[src/rtl/rcf_pkg.sv]
package rcf_pkg;

    typedef enum logic {
        MODE_CHECK   = 1'b0,
        MODE_REBUILD = 1'b1
    } rcf_mode_e;

    typedef struct packed {
        logic valid;
        logic nomaj;
        logic peer_down;
    } rcf_flags_t;

    localparam rcf_flags_t FLAGS_IDLE = '{valid: 1'b0, nomaj: 1'b0, peer_down: 1'b0};

    function automatic int unsigned lane_count(input int unsigned k);
        return 2 * k + 1;
    endfunction

endpackage

[src/rtl/rcf_agree.sv]
module rcf_agree #(
    parameter int K = 1,
    parameter int W = 8
) (
    input  logic [(2*K+1)*W-1:0] copies,
    output logic                 all_same
);
    localparam int N = rcf_pkg::lane_count(K);

    logic [N-1:0] eq_ref;

    generate
        for (genvar i = 0; i < N; i++) begin : g_eq
            assign eq_ref[i] = (copies[i*W +: W] == copies[W-1:0]);
        end
    endgenerate

    assign all_same = &eq_ref;
endmodule

[src/rtl/rcf_vote.sv]
module rcf_vote #(
    parameter int K = 1,
    parameter int W = 8
) (
    input  logic [(2*K+1)*W-1:0] copies,
    output logic                 found,
    output logic [W-1:0]         winner
);
    localparam int N  = rcf_pkg::lane_count(K);
    localparam int CW = $clog2(N + 1);

    logic [N-1:0] hit [N];
    logic [CW-1:0] votes [N];

    generate
        for (genvar i = 0; i < N; i++) begin : g_row
            for (genvar j = 0; j < N; j++) begin : g_col
                assign hit[i][j] = (copies[i*W +: W] == copies[j*W +: W]);
            end
            assign votes[i] = CW'($countones(hit[i]));
        end
    endgenerate

    always_comb begin
        found  = 1'b0;
        winner = '0;
        for (int i = 0; i < N; i++) begin
            if (!found && (int'(votes[i]) >= K + 1)) begin
                found  = 1'b1;
                winner = copies[i*W +: W];
            end
        end
    end
endmodule

[src/rtl/rcf_unit.sv]
module rcf_unit #(
    parameter int K = 1,
    parameter int W = 8
) (
    input  logic                 clk,
    input  logic                 rst,
    input  logic                 in_valid,
    input  logic                 mode_sel,
    input  logic [(2*K+1)*W-1:0] copies,
    input  logic [2*K:0]         fail_flags,
    output logic                 rd_valid,
    output logic [W-1:0]         rd_data,
    output logic                 halt,
    output logic                 no_majority,
    output logic                 peer_down
);
    import rcf_pkg::*;

    rcf_mode_e  mode;
    logic       agree;
    logic       maj_found;
    logic [W-1:0] maj_value;
    rcf_flags_t flags_q;
    logic [W-1:0] data_q;
    logic       halt_q;

    assign mode = rcf_mode_e'(mode_sel);

    rcf_agree #(.K(K), .W(W)) agree_i (
        .copies   (copies),
        .all_same (agree)
    );

    rcf_vote #(.K(K), .W(W)) vote_i (
        .copies (copies),
        .found  (maj_found),
        .winner (maj_value)
    );

    always_ff @(posedge clk) begin
        if (rst) begin
            flags_q <= FLAGS_IDLE;
            data_q  <= '0;
            halt_q  <= 1'b0;
        end else if (halt_q || !in_valid) begin
            flags_q <= FLAGS_IDLE;
            data_q  <= '0;
        end else if (mode == MODE_CHECK) begin
            flags_q.nomaj     <= 1'b0;
            flags_q.peer_down <= 1'b0;
            flags_q.valid     <= agree;
            data_q            <= agree ? copies[W-1:0] : '0;
            halt_q            <= !agree;
        end else begin
            flags_q.valid     <= maj_found;
            flags_q.nomaj     <= !maj_found;
            flags_q.peer_down <= |fail_flags;
            data_q            <= maj_found ? maj_value : '0;
        end
    end

    assign rd_valid    = flags_q.valid;
    assign rd_data     = data_q;
    assign no_majority = flags_q.nomaj;
    assign peer_down   = flags_q.peer_down;
    assign halt        = halt_q;
endmodule

[config.mk]
export PLATFORM = sky130hd
export DESIGN_NAME = rcf_unit
export DESIGN_NICKNAME = d
export VERILOG_FILES = /design/src/rtl/rcf_pkg.sv /design/src/rtl/rcf_agree.sv /design/src/rtl/rcf_vote.sv /design/src/rtl/rcf_unit.sv
export SDC_FILE = /design/constraint.sdc
export NUM_CORES = 1
export LEC_CHECK = 0
export BUFFER_PORTS_ARGS = -buffer_cell sky130_fd_sc_hd__buf_2
export CORE_UTILIZATION = 41
export DETAILED_ROUTE_END_ITERATION = 16
export GPL_TIMING_DRIVEN = 0
export PLACE_DENSITY = 0.76
export SYNTH_ARGS = -nofsm -noshare
export SYNTH_HDL_FRONTEND = slang
export SYNTH_SLANG_ARGS = --single-unit
[constraint.sdc]
create_clock -name clk -period 1.62 [get_ports clk]
set_input_delay 0.243 -clock clk [delete_from_list [all_inputs] [get_ports clk]]
set_output_delay 0.243 -clock clk [all_outputs]
set_load 0.005 [all_outputs]
==> results.yml, run 1 <==
hold_path:
  hp-class: "primary input to flop"
logic_synthesis:
  synthTopCellsByArea: "dfxtp_1, xor2_1, a22o_1, xnor2_1, nor4_2"
  synth_edf_count: 0
  ys_seq_area_frac: 0.350
  avgSynthCellArea_um2: 10.1
  synth_top_area_frac: 0.350
  ys_types: 17
  synth_nets: 99
  yosysWarnings: 0
  syn_inst: 68
  async_flop_share: 0
  syn_area_um2: 687
  yosys.area.top_type: "dfxtp_1"
  synth_commonest_cells: "xor2_1, dfxtp_1, a22o_1, xnor2_1, nand2_1"
  yosysMostFrequentCell: "xor2_1"
  synth_ff_type: "dfxtp_1"
  synth_seq_cells: 12
timing:
  tightest_slew_ps: 511
  fmaxAchievable_mhz: 670
  max_slew_margin: 0.657
  whs_ps: 173
  setup_viol: 0
  period_share: 0.921
  fin_crit_ps: 1490
  finalHoldViolCount: 0
  slew_violations: 0
  skew_ps: 5.34
  rsz0062_at_grt: "false"
power_and_ir_drop:
  cellPowerDensity_nw_per_um2: 698
  combPwrFrac: 0.213
  switchingPower_mw: 0.180
  p_int_mw: 0.504
  switching_share: 0.264
  p_seq_frac: 0.440
  p_leak_nw: 0.466
  pwr-share-clk: 0.347
  irDropWorstVdd_v: 0.000429
layout:
  n_fill_cell: 132
  n_antenna_cell: 0
  drive_gt1_frac: 0.474
  synthToLayoutAreaGrowth_pct: 42.8
  nets: 146
  fin_util: 0.636
  design_area_um2: 981
placement:
  portBuffers: 42
  place_congestion: 0.738
  postPlaceCellArea_um2: 917
  dp_hpwl_mm: 1.20
critical_path:
  slowest_delay_ps: 330
  crit_chain: "buf_2 -> xor2_1 -> nor4_2 -> nand4_1 -> nor4b_2 -> a31o_4 -> a22o_1"
  critical_path_class: "primary input to flop"
  end_kind: "flop"
  critPathSlowestCell: "nor4_2"
  crit_required_ps: 1840
  crit_arrival_ps: 1710
  cp-start-kind: "primary input"
  critPathMaxFanout: 8
floorplan:
  design.die.area_um2: 1840
  coreArea_um2: 1540
  dieWidth_um: 42.9
  die_y_um: 42.9
  floorplan.initialDensity: 0.446
  ios: 43
  rows: 14
run:
  cap_violations: 0
cts:
  root_buffer: "clkbuf_4"
  h-tree-depth: 1
  clock_latency_ps: 270
  clock_sinks: 12
  cts_made_buffers: 3
  cts_tree: "built"
  path_clk_slew_ps: 80
  clockBufferDepth: 2
global_route:
  antenna_found_initial: 0
  grt_max_degree: 9
  grt_first_pass_wirelength_mm: 2.53
  first_global_vias: 631
  grtUsageTotal: 0.188
  grt-ovfl-total: 0
detailed_routing:
  ant_nets: 0
  dr.pass1.iters: 3
  wirelength_mm: 1.65
  drt_iter0_markers: 7
  vias: 683
  route.detailed.drc: 0
  wl_per_cell_um: 12.7
  viasPerCell: 5.25
outcome:
  status: "finished, final reports clean"
==> worst paths after layout <==
check / depth (start not counted) / end / from / slack [ps]
setup / recovery: 7 / rd_data[2]$_SDFF_PP0_ / copies[4] / 130
hold / removal: 2 / halt$_SDFFE_PP0P_ / rst / 170
setup reg to reg: 4 / rd_data[2]$_SDFF_PP0_ / halt$_SDFFE_PP0P_ / 150
hold reg to reg: 2 / halt$_SDFFE_PP0P_ / halt$_SDFFE_PP0P_ / 570
==> kinds of logic (layout without fill, tap and decap cells) <==
family                    count (synthesis)  count (layout)  synth area share
DFF                                      12              12             0.350
and+or+nand+nor                          20              20             0.191
AOI/OAI and AO/OA                        11              11             0.148
buffers and inverters                     1              47           0.00546
xor gates and xnor gates                 24              24             0.306
==> metal layers <==
metal | part of all wire | routed length [um] | vias up | global-route usage
li1 | - | - | 341 | -
met1 | 0.40 | 666 | 310 | 0.198
met2 | 0.52 | 850 | 27 | 0.352
met3 | 0.059 | 98 | 5 | 0.0340
met4 | 0.021 | 34 | 0 | 0.0909
met5 | 0 | 0 | - | 0
==> metrics by stage <==
stage / setup WS (ps) / setup TNS (ps) / std cells / total power, mW
floorplan: 110 / 0 / 68 / 0.370
global placement: -228 / -1670 / 126 / 0.438
detailed placement: -241 / -1780 / 126 / 0.441
CTS: 2.49 / 0 / 130 / 0.676
global route: 25.3 / 0 / 130 / 0.709
finish: 128 / 0 / 130 / 0.684
==> final cells by class <==
class                           instances  area, um^2  area share
Clock buffer                            4        36.3      0.0370
Inverter                                1        3.75     0.00383
Multi-Input combinational cell         55         470       0.480
Sequential cell                        12         240       0.245
Tap cell                               16        20.0      0.0204
Timing Repair Buffer                   42         210       0.214
==> timing repair <==
item                       in CTS  in global routing
pin swaps                       0                  1
buffers inserted                0                  0
setup endpoints to repair       8                  8
resized for setup               1                  3
hold buffers                    0                  0
==> power by group through the flow <==
stage	clock network [mW]	logic (mW)	registers [mW]
finish	0.238	0.145	0.301
floorplan	0	0.0608	0.309
CTS	0.238	0.136	0.301
global route	0.249	0.159	0.302
global placement	0	0.130	0.308
detailed placement	0	0.133	0.308
==> cell usage in the layout (no fill, tap or decap), types with 3 or more instances in the layout <==
cell type / n
xor2_1: 16
clkbuf_4: 3
xnor2_1: 8
nor2_1: 3
nand4_1: 3
dfxtp_1: 12
buf_2: 42
nand2_1: 5
a22o_1: 8
nor4_2: 4
==> worst max-delay path: cells and delay by family <==
kind,cells,cell delay [ps]
and+or+nand+nor,3,820
xor gates and xnor gates,1,170
buffers and inverters,1,120
AOI/OAI and AO/OA,2,360
==> state kept, by name, summed over array words and instances (netlist names) <==
register	flops
rd_valid	1
halt	1
peer_down	1
no_majority	1
rd_data	8
Note: power is estimated with default switching activity, not from simulation.
==> run 2, diff against run 1 <==
--- a/config.mk
+++ b/config.mk
@@ -9,7 +9,7 @@
 export CORE_UTILIZATION = 41
 export DETAILED_ROUTE_END_ITERATION = 16
 export GPL_TIMING_DRIVEN = 0
-export PLACE_DENSITY = 0.76
+export PLACE_DENSITY = 0.77
 export SYNTH_ARGS = -nofsm -noshare
 export SYNTH_HDL_FRONTEND = slang
 export SYNTH_SLANG_ARGS = --single-unit
==> results.yml, run 2 (synthesis gave the netlist of run 1 again) <==
outcome:
  status: "finished, final reports clean"
placement:
  place_congestion: 0.706
  portBuffers: 42
layout:
  final_common_cell: "buf_2"
  seqCellArea_um2: 240
  synthToLayoutAreaGrowth_pct: 40.1
  n_antenna_cell: 0
  final_cell_mix: "buf_2, xor2_1, dfxtp_1, xnor2_1, a22o_1"
  largest_register_ffs: 8
  nets: 147
  drive_gt1_frac: 0.456
  multi_input_area_um2: 458
  n_fill_cell: 136
run:
  cap_violations: 0
floorplan:
  rows: 14
  dieWidth_um: 42.9
  ios: 43
  coreArea_um2: 1540
  floorplan.initialDensity: 0.446
  die_y_um: 42.9
  design.die.area_um2: 1840
timing:
  tightest_slew_ps: 546
  slew_violations: 0
  period_share: 0.938
  whs_ps: 175
  max_slew_margin: 0.633
  skew_ps: 7.39
  finalHoldViolCount: 0
  fmaxAchievable_mhz: 658
  fin_crit_ps: 1520
  setup_viol: 0
cts:
  cts_made_buffers: 3
  clock_latency_ps: 280
  path_clk_slew_ps: 70
  clockBufferDepth: 2
  root_buffer: "clkbuf_4"
  postCtsHoldBufs: 0
  clock_sinks: 12
  h-tree-depth: 1
  cts_tree: "built"
power_and_ir_drop:
  cellPowerDensity_nw_per_um2: 651
  power_mw: 0.627
  p_leak_nw: 0.462
  irDropWorstVdd_v: 0.000389
critical_path:
  critical_path_class: "flop to flop"
  cp-start-kind: "flop"
  r2r_slack_ps: 100
  crit_required_ps: 1840
  r2r.worst_path.cells: 4
  rr_startpoint: "halt$_SDFFE_PP0P_"
  end_kind: "flop"
  crit_arrival_ps: 1740
  critPathMaxFanout: 8
  timing.rr.end: "rd_data[3]$_SDFF_PP0_"
detailed_routing:
  route.detailed.drc: 0
  vias: 663
  dr.pass1.iters: 4
  viasPerCell: 5.10
  drt_iter0_markers: 17
  wl_per_cell_um: 12.5
  wirelength_mm: 1.63
  ant_nets: 0
global_route:
  first_global_vias: 616
  grtUsageTotal: 0.180
  grt-ovfl-total: 0
  grt_max_degree: 9
  antenna_found_initial: 0
  grt_first_pass_wirelength_mm: 2.48
hold_path:
  min_from: "rst"
  whs_path_depth: 2
  hp-class: "primary input to flop"
  holdPathEnd: "halt$_SDFFE_PP0P_"
## run 2: routing by layer
metal	GRT usage	share of wire
met5	0	0
met4	0.109	0.028
met3	0.0170	0.062
met2	0.312	0.49
met1	0.211	0.42
## run 2: timing repair
action,CTS,global route
setup buffers,0,1
resized for setup,1,1
endpoints found under the setup margin,8,8
pin swaps,0,3
## run 2: critical path: stages, from the launching register on
cell and delay [ps]:
dfxtp_1 350, nor3b_2 290, nand2_1 180, nor4_4 440
a22o_1 210
## run 2: how the worst max path moves through the flow
stage                       endpoint              start  cells past startpoint
2_1_floorplan  rd_data[0]$_SDFF_PP0_          copies[6]                      6
3_3_place_gp   rd_data[7]$_SDFF_PP0_          copies[4]                      7
3_5_place_dp   rd_data[3]$_SDFF_PP0_          copies[7]                      7
4_1_cts        rd_data[3]$_SDFF_PP0_  halt$_SDFFE_PP0P_                      4
5_1_grt        rd_data[3]$_SDFF_PP0_          copies[6]                      7
6_report       rd_data[3]$_SDFF_PP0_  halt$_SDFFE_PP0P_                      4
## run 2: cell type report
cell class	count	share of cell area
Tap cell	16	0.0208
Inverter	1	0.00390
Multi-Input combinational cell	55	0.476
Clock buffer	3	0.0234
Timing Repair Buffer	43	0.226
Sequential cell	12	0.250
## run 2: stage by stage
| stage | util | cell area, um^2 | cells | setup WS [ps] | setup TNS (ps) |
|---|---|---|---|---|---|
| after global routing | 0.624 | 962 | 130 | -17.7 | -66.0 |
| final | 0.624 | 962 | 130 | 100 | 0 |
| after CTS | 0.615 | 948 | 129 | 8.80 | 0 |
| after detailed placement | 0.595 | 917 | 126 | -243 | -1820 |
| after floorplan | - | 687 | 68 | 110 | 0 |
| after global placement | 0.595 | 917 | 126 | -184 | -1430 |
## run 2: where the power goes
part	leakage (nW)	switching (mW)	internal, mW
logic	0.351	0.0734	0.0673
clock network	0.0138	0.0983	0.0862
registers	0.0971	0.00259	0.299
total	0.462	0.174	0.452
==> run 3, diff against run 2 <==
--- a/config.mk
+++ b/config.mk
@@ -6,10 +6,12 @@
 export NUM_CORES = 1
 export LEC_CHECK = 0
 export BUFFER_PORTS_ARGS = -buffer_cell sky130_fd_sc_hd__buf_2
-export CORE_UTILIZATION = 41
+export CELL_PAD_IN_SITES_DETAIL_PLACEMENT = 1
+export CELL_PAD_IN_SITES_GLOBAL_PLACEMENT = 1
+export CORE_UTILIZATION = 29
 export DETAILED_ROUTE_END_ITERATION = 16
 export GPL_TIMING_DRIVEN = 0
-export PLACE_DENSITY = 0.77
+export PLACE_DENSITY_LB_ADDON = 0.1
 export SYNTH_ARGS = -nofsm -noshare
 export SYNTH_HDL_FRONTEND = slang
 export SYNTH_SLANG_ARGS = --single-unit
==> results.yml, run 3 (synthesis gave the netlist of run 1 again) <==
outcome:
  status: "finished, final reports clean"
layout:
  stdcell_count: 145
  final_common_cell: "buf_2"
  drive_gt1_frac: 0.521
  multi_input_area_um2: 509
  design_area_um2: 1090
  fin_util: 0.492
  n_antenna_cell: 0
  n_fill_cell: 274
  final_cell_mix: "buf_2, xor2_1, dfxtp_1, xnor2_1, a22o_1"
  synthToLayoutAreaGrowth_pct: 58.5
  largest_register_ffs: 8
  seqCellArea_um2: 240
  nets: 149
placement:
  place_congestion: 0.695
  postPlaceCellArea_um2: 932
  portBuffers: 42
  post-place-ws_ps: -268
  place_inst: 138
  dp_hpwl_mm: 1.36
floorplan:
  floorplan.initialDensity: 0.311
  design.die.area_um2: 2570
  coreArea_um2: 2210
  rows: 17
  ios: 43
  die_y_um: 50.7
  dieWidth_um: 50.7
critical_path:
  cp-start-kind: "flop"
  crit_arrival_ps: 1730
  critical_path_class: "flop to flop"
  slowest_delay_ps: 350
  critPathSlowestCell: "dfxtp_1"
  crit_chain: "nor3b_2 -> nand2_1 -> nor4_4 -> buf_4 -> a22o_1"
  critPathMaxFanout: 6
  crit_required_ps: 1850
  end_kind: "flop"
detailed_routing:
  ant_nets: 0
  viasPerCell: 4.76
  wirelength_mm: 1.96
  wl_per_cell_um: 13.5
  vias: 690
  dr.pass1.iters: 3
  drt_iter0_markers: 11
  route.detailed.drc: 0
global_route:
  grt_max_degree: 9
  grt-ovfl-total: 0
  grtUsageTotal: 0.145
  first_global_vias: 642
  antenna_found_initial: 0
  grt_first_pass_wirelength_mm: 2.70
hold_path:
  hp-class: "primary input to flop"
timing:
  fmaxAchievable_mhz: 666
  period_share: 0.927
  tightest_slew_ps: 286
  whs_ps: 172
  finalHoldViolCount: 0
  slew_violations: 0
  max_slew_margin: 0.808
  skew_ps: 0.897
  setup_slack_ps: 118
  setup_viol: 0
  fin_crit_ps: 1500
  fin_tns_setup_ps: 0
power_and_ir_drop:
  p_leak_nw: 0.499
  cellPowerDensity_nw_per_um2: 656
  power_mw: 0.714
  irDropWorstVdd_v: 0.000247
cts:
  path_clk_slew_ps: 80
  clock_sinks: 12
  clock_latency_ps: 280
  cts_made_buffers: 3
  cts_tree: "built"
  root_buffer: "clkbuf_4"
  clockBufferDepth: 2
  h-tree-depth: 1
run:
  cap_violations: 0
## run 3: changes by cell type in the layout (fill, tap and decap cells not counted)
cell	before	now
xor2_2	0	4
buf_8	0	1
nor4_2	2	3
buf_4	1	4
clkbuf_8	0	1
buf_2	42	37
xor2_1	16	12
buf_6	0	3
nor4_4	1	2
nor4_1	2	0
## run 3: path summary, 6_finish.rpt
kind | slack, ps | to | from | depth (start not counted)
hold / removal | 170 | halt$_SDFFE_PP0P_ | rst | 2
setup reg to reg | 120 | rd_data[5]$_SDFF_PP0_ | halt$_SDFFE_PP0P_ | 5
setup / recovery | 120 | rd_data[5]$_SDFF_PP0_ | halt$_SDFFE_PP0P_ | 5
hold reg to reg | 570 | halt$_SDFFE_PP0P_ | halt$_SDFFE_PP0P_ | 2
## run 3: layout make-up
cell class              instances  share of cell area
well taps                      28              0.0322
clock buffers                   4              0.0333
multi-input cells              55               0.468
flip-flops and latches         12               0.221
inverters                       1             0.00345
repair buffers                 45               0.243
## run 3: metal layers
layer	share of wire	global-route usage
met1	0.42	0.171
met3	0.070	0.0455
met2	0.49	0.236
met5	0	0
met4	0.018	0.0694
## run 3: power breakdown
group | internal [mW] | total, mW | switching, mW
registers | 0.299 | 0.301 | 0.00248
logic | 0.0806 | 0.166 | 0.0852
clock network | 0.137 | 0.247 | 0.110
## run 3: what timing repair did
action	CTS	global route
resized for setup	1	18
pin swaps	1	11
endpoints found under the setup margin	8	8
setup buffers	0	3
hold buffers	0	0
## run 3: critical path, delay by kind of cell, from the launching register on
family / cells / cell delay (ps)
AND/OR/NAND/NOR: 3 / 770
buffers and inverters: 1 / 200
AO/OA/AOI/OAI: 1 / 120
flip-flops: 1 / 350
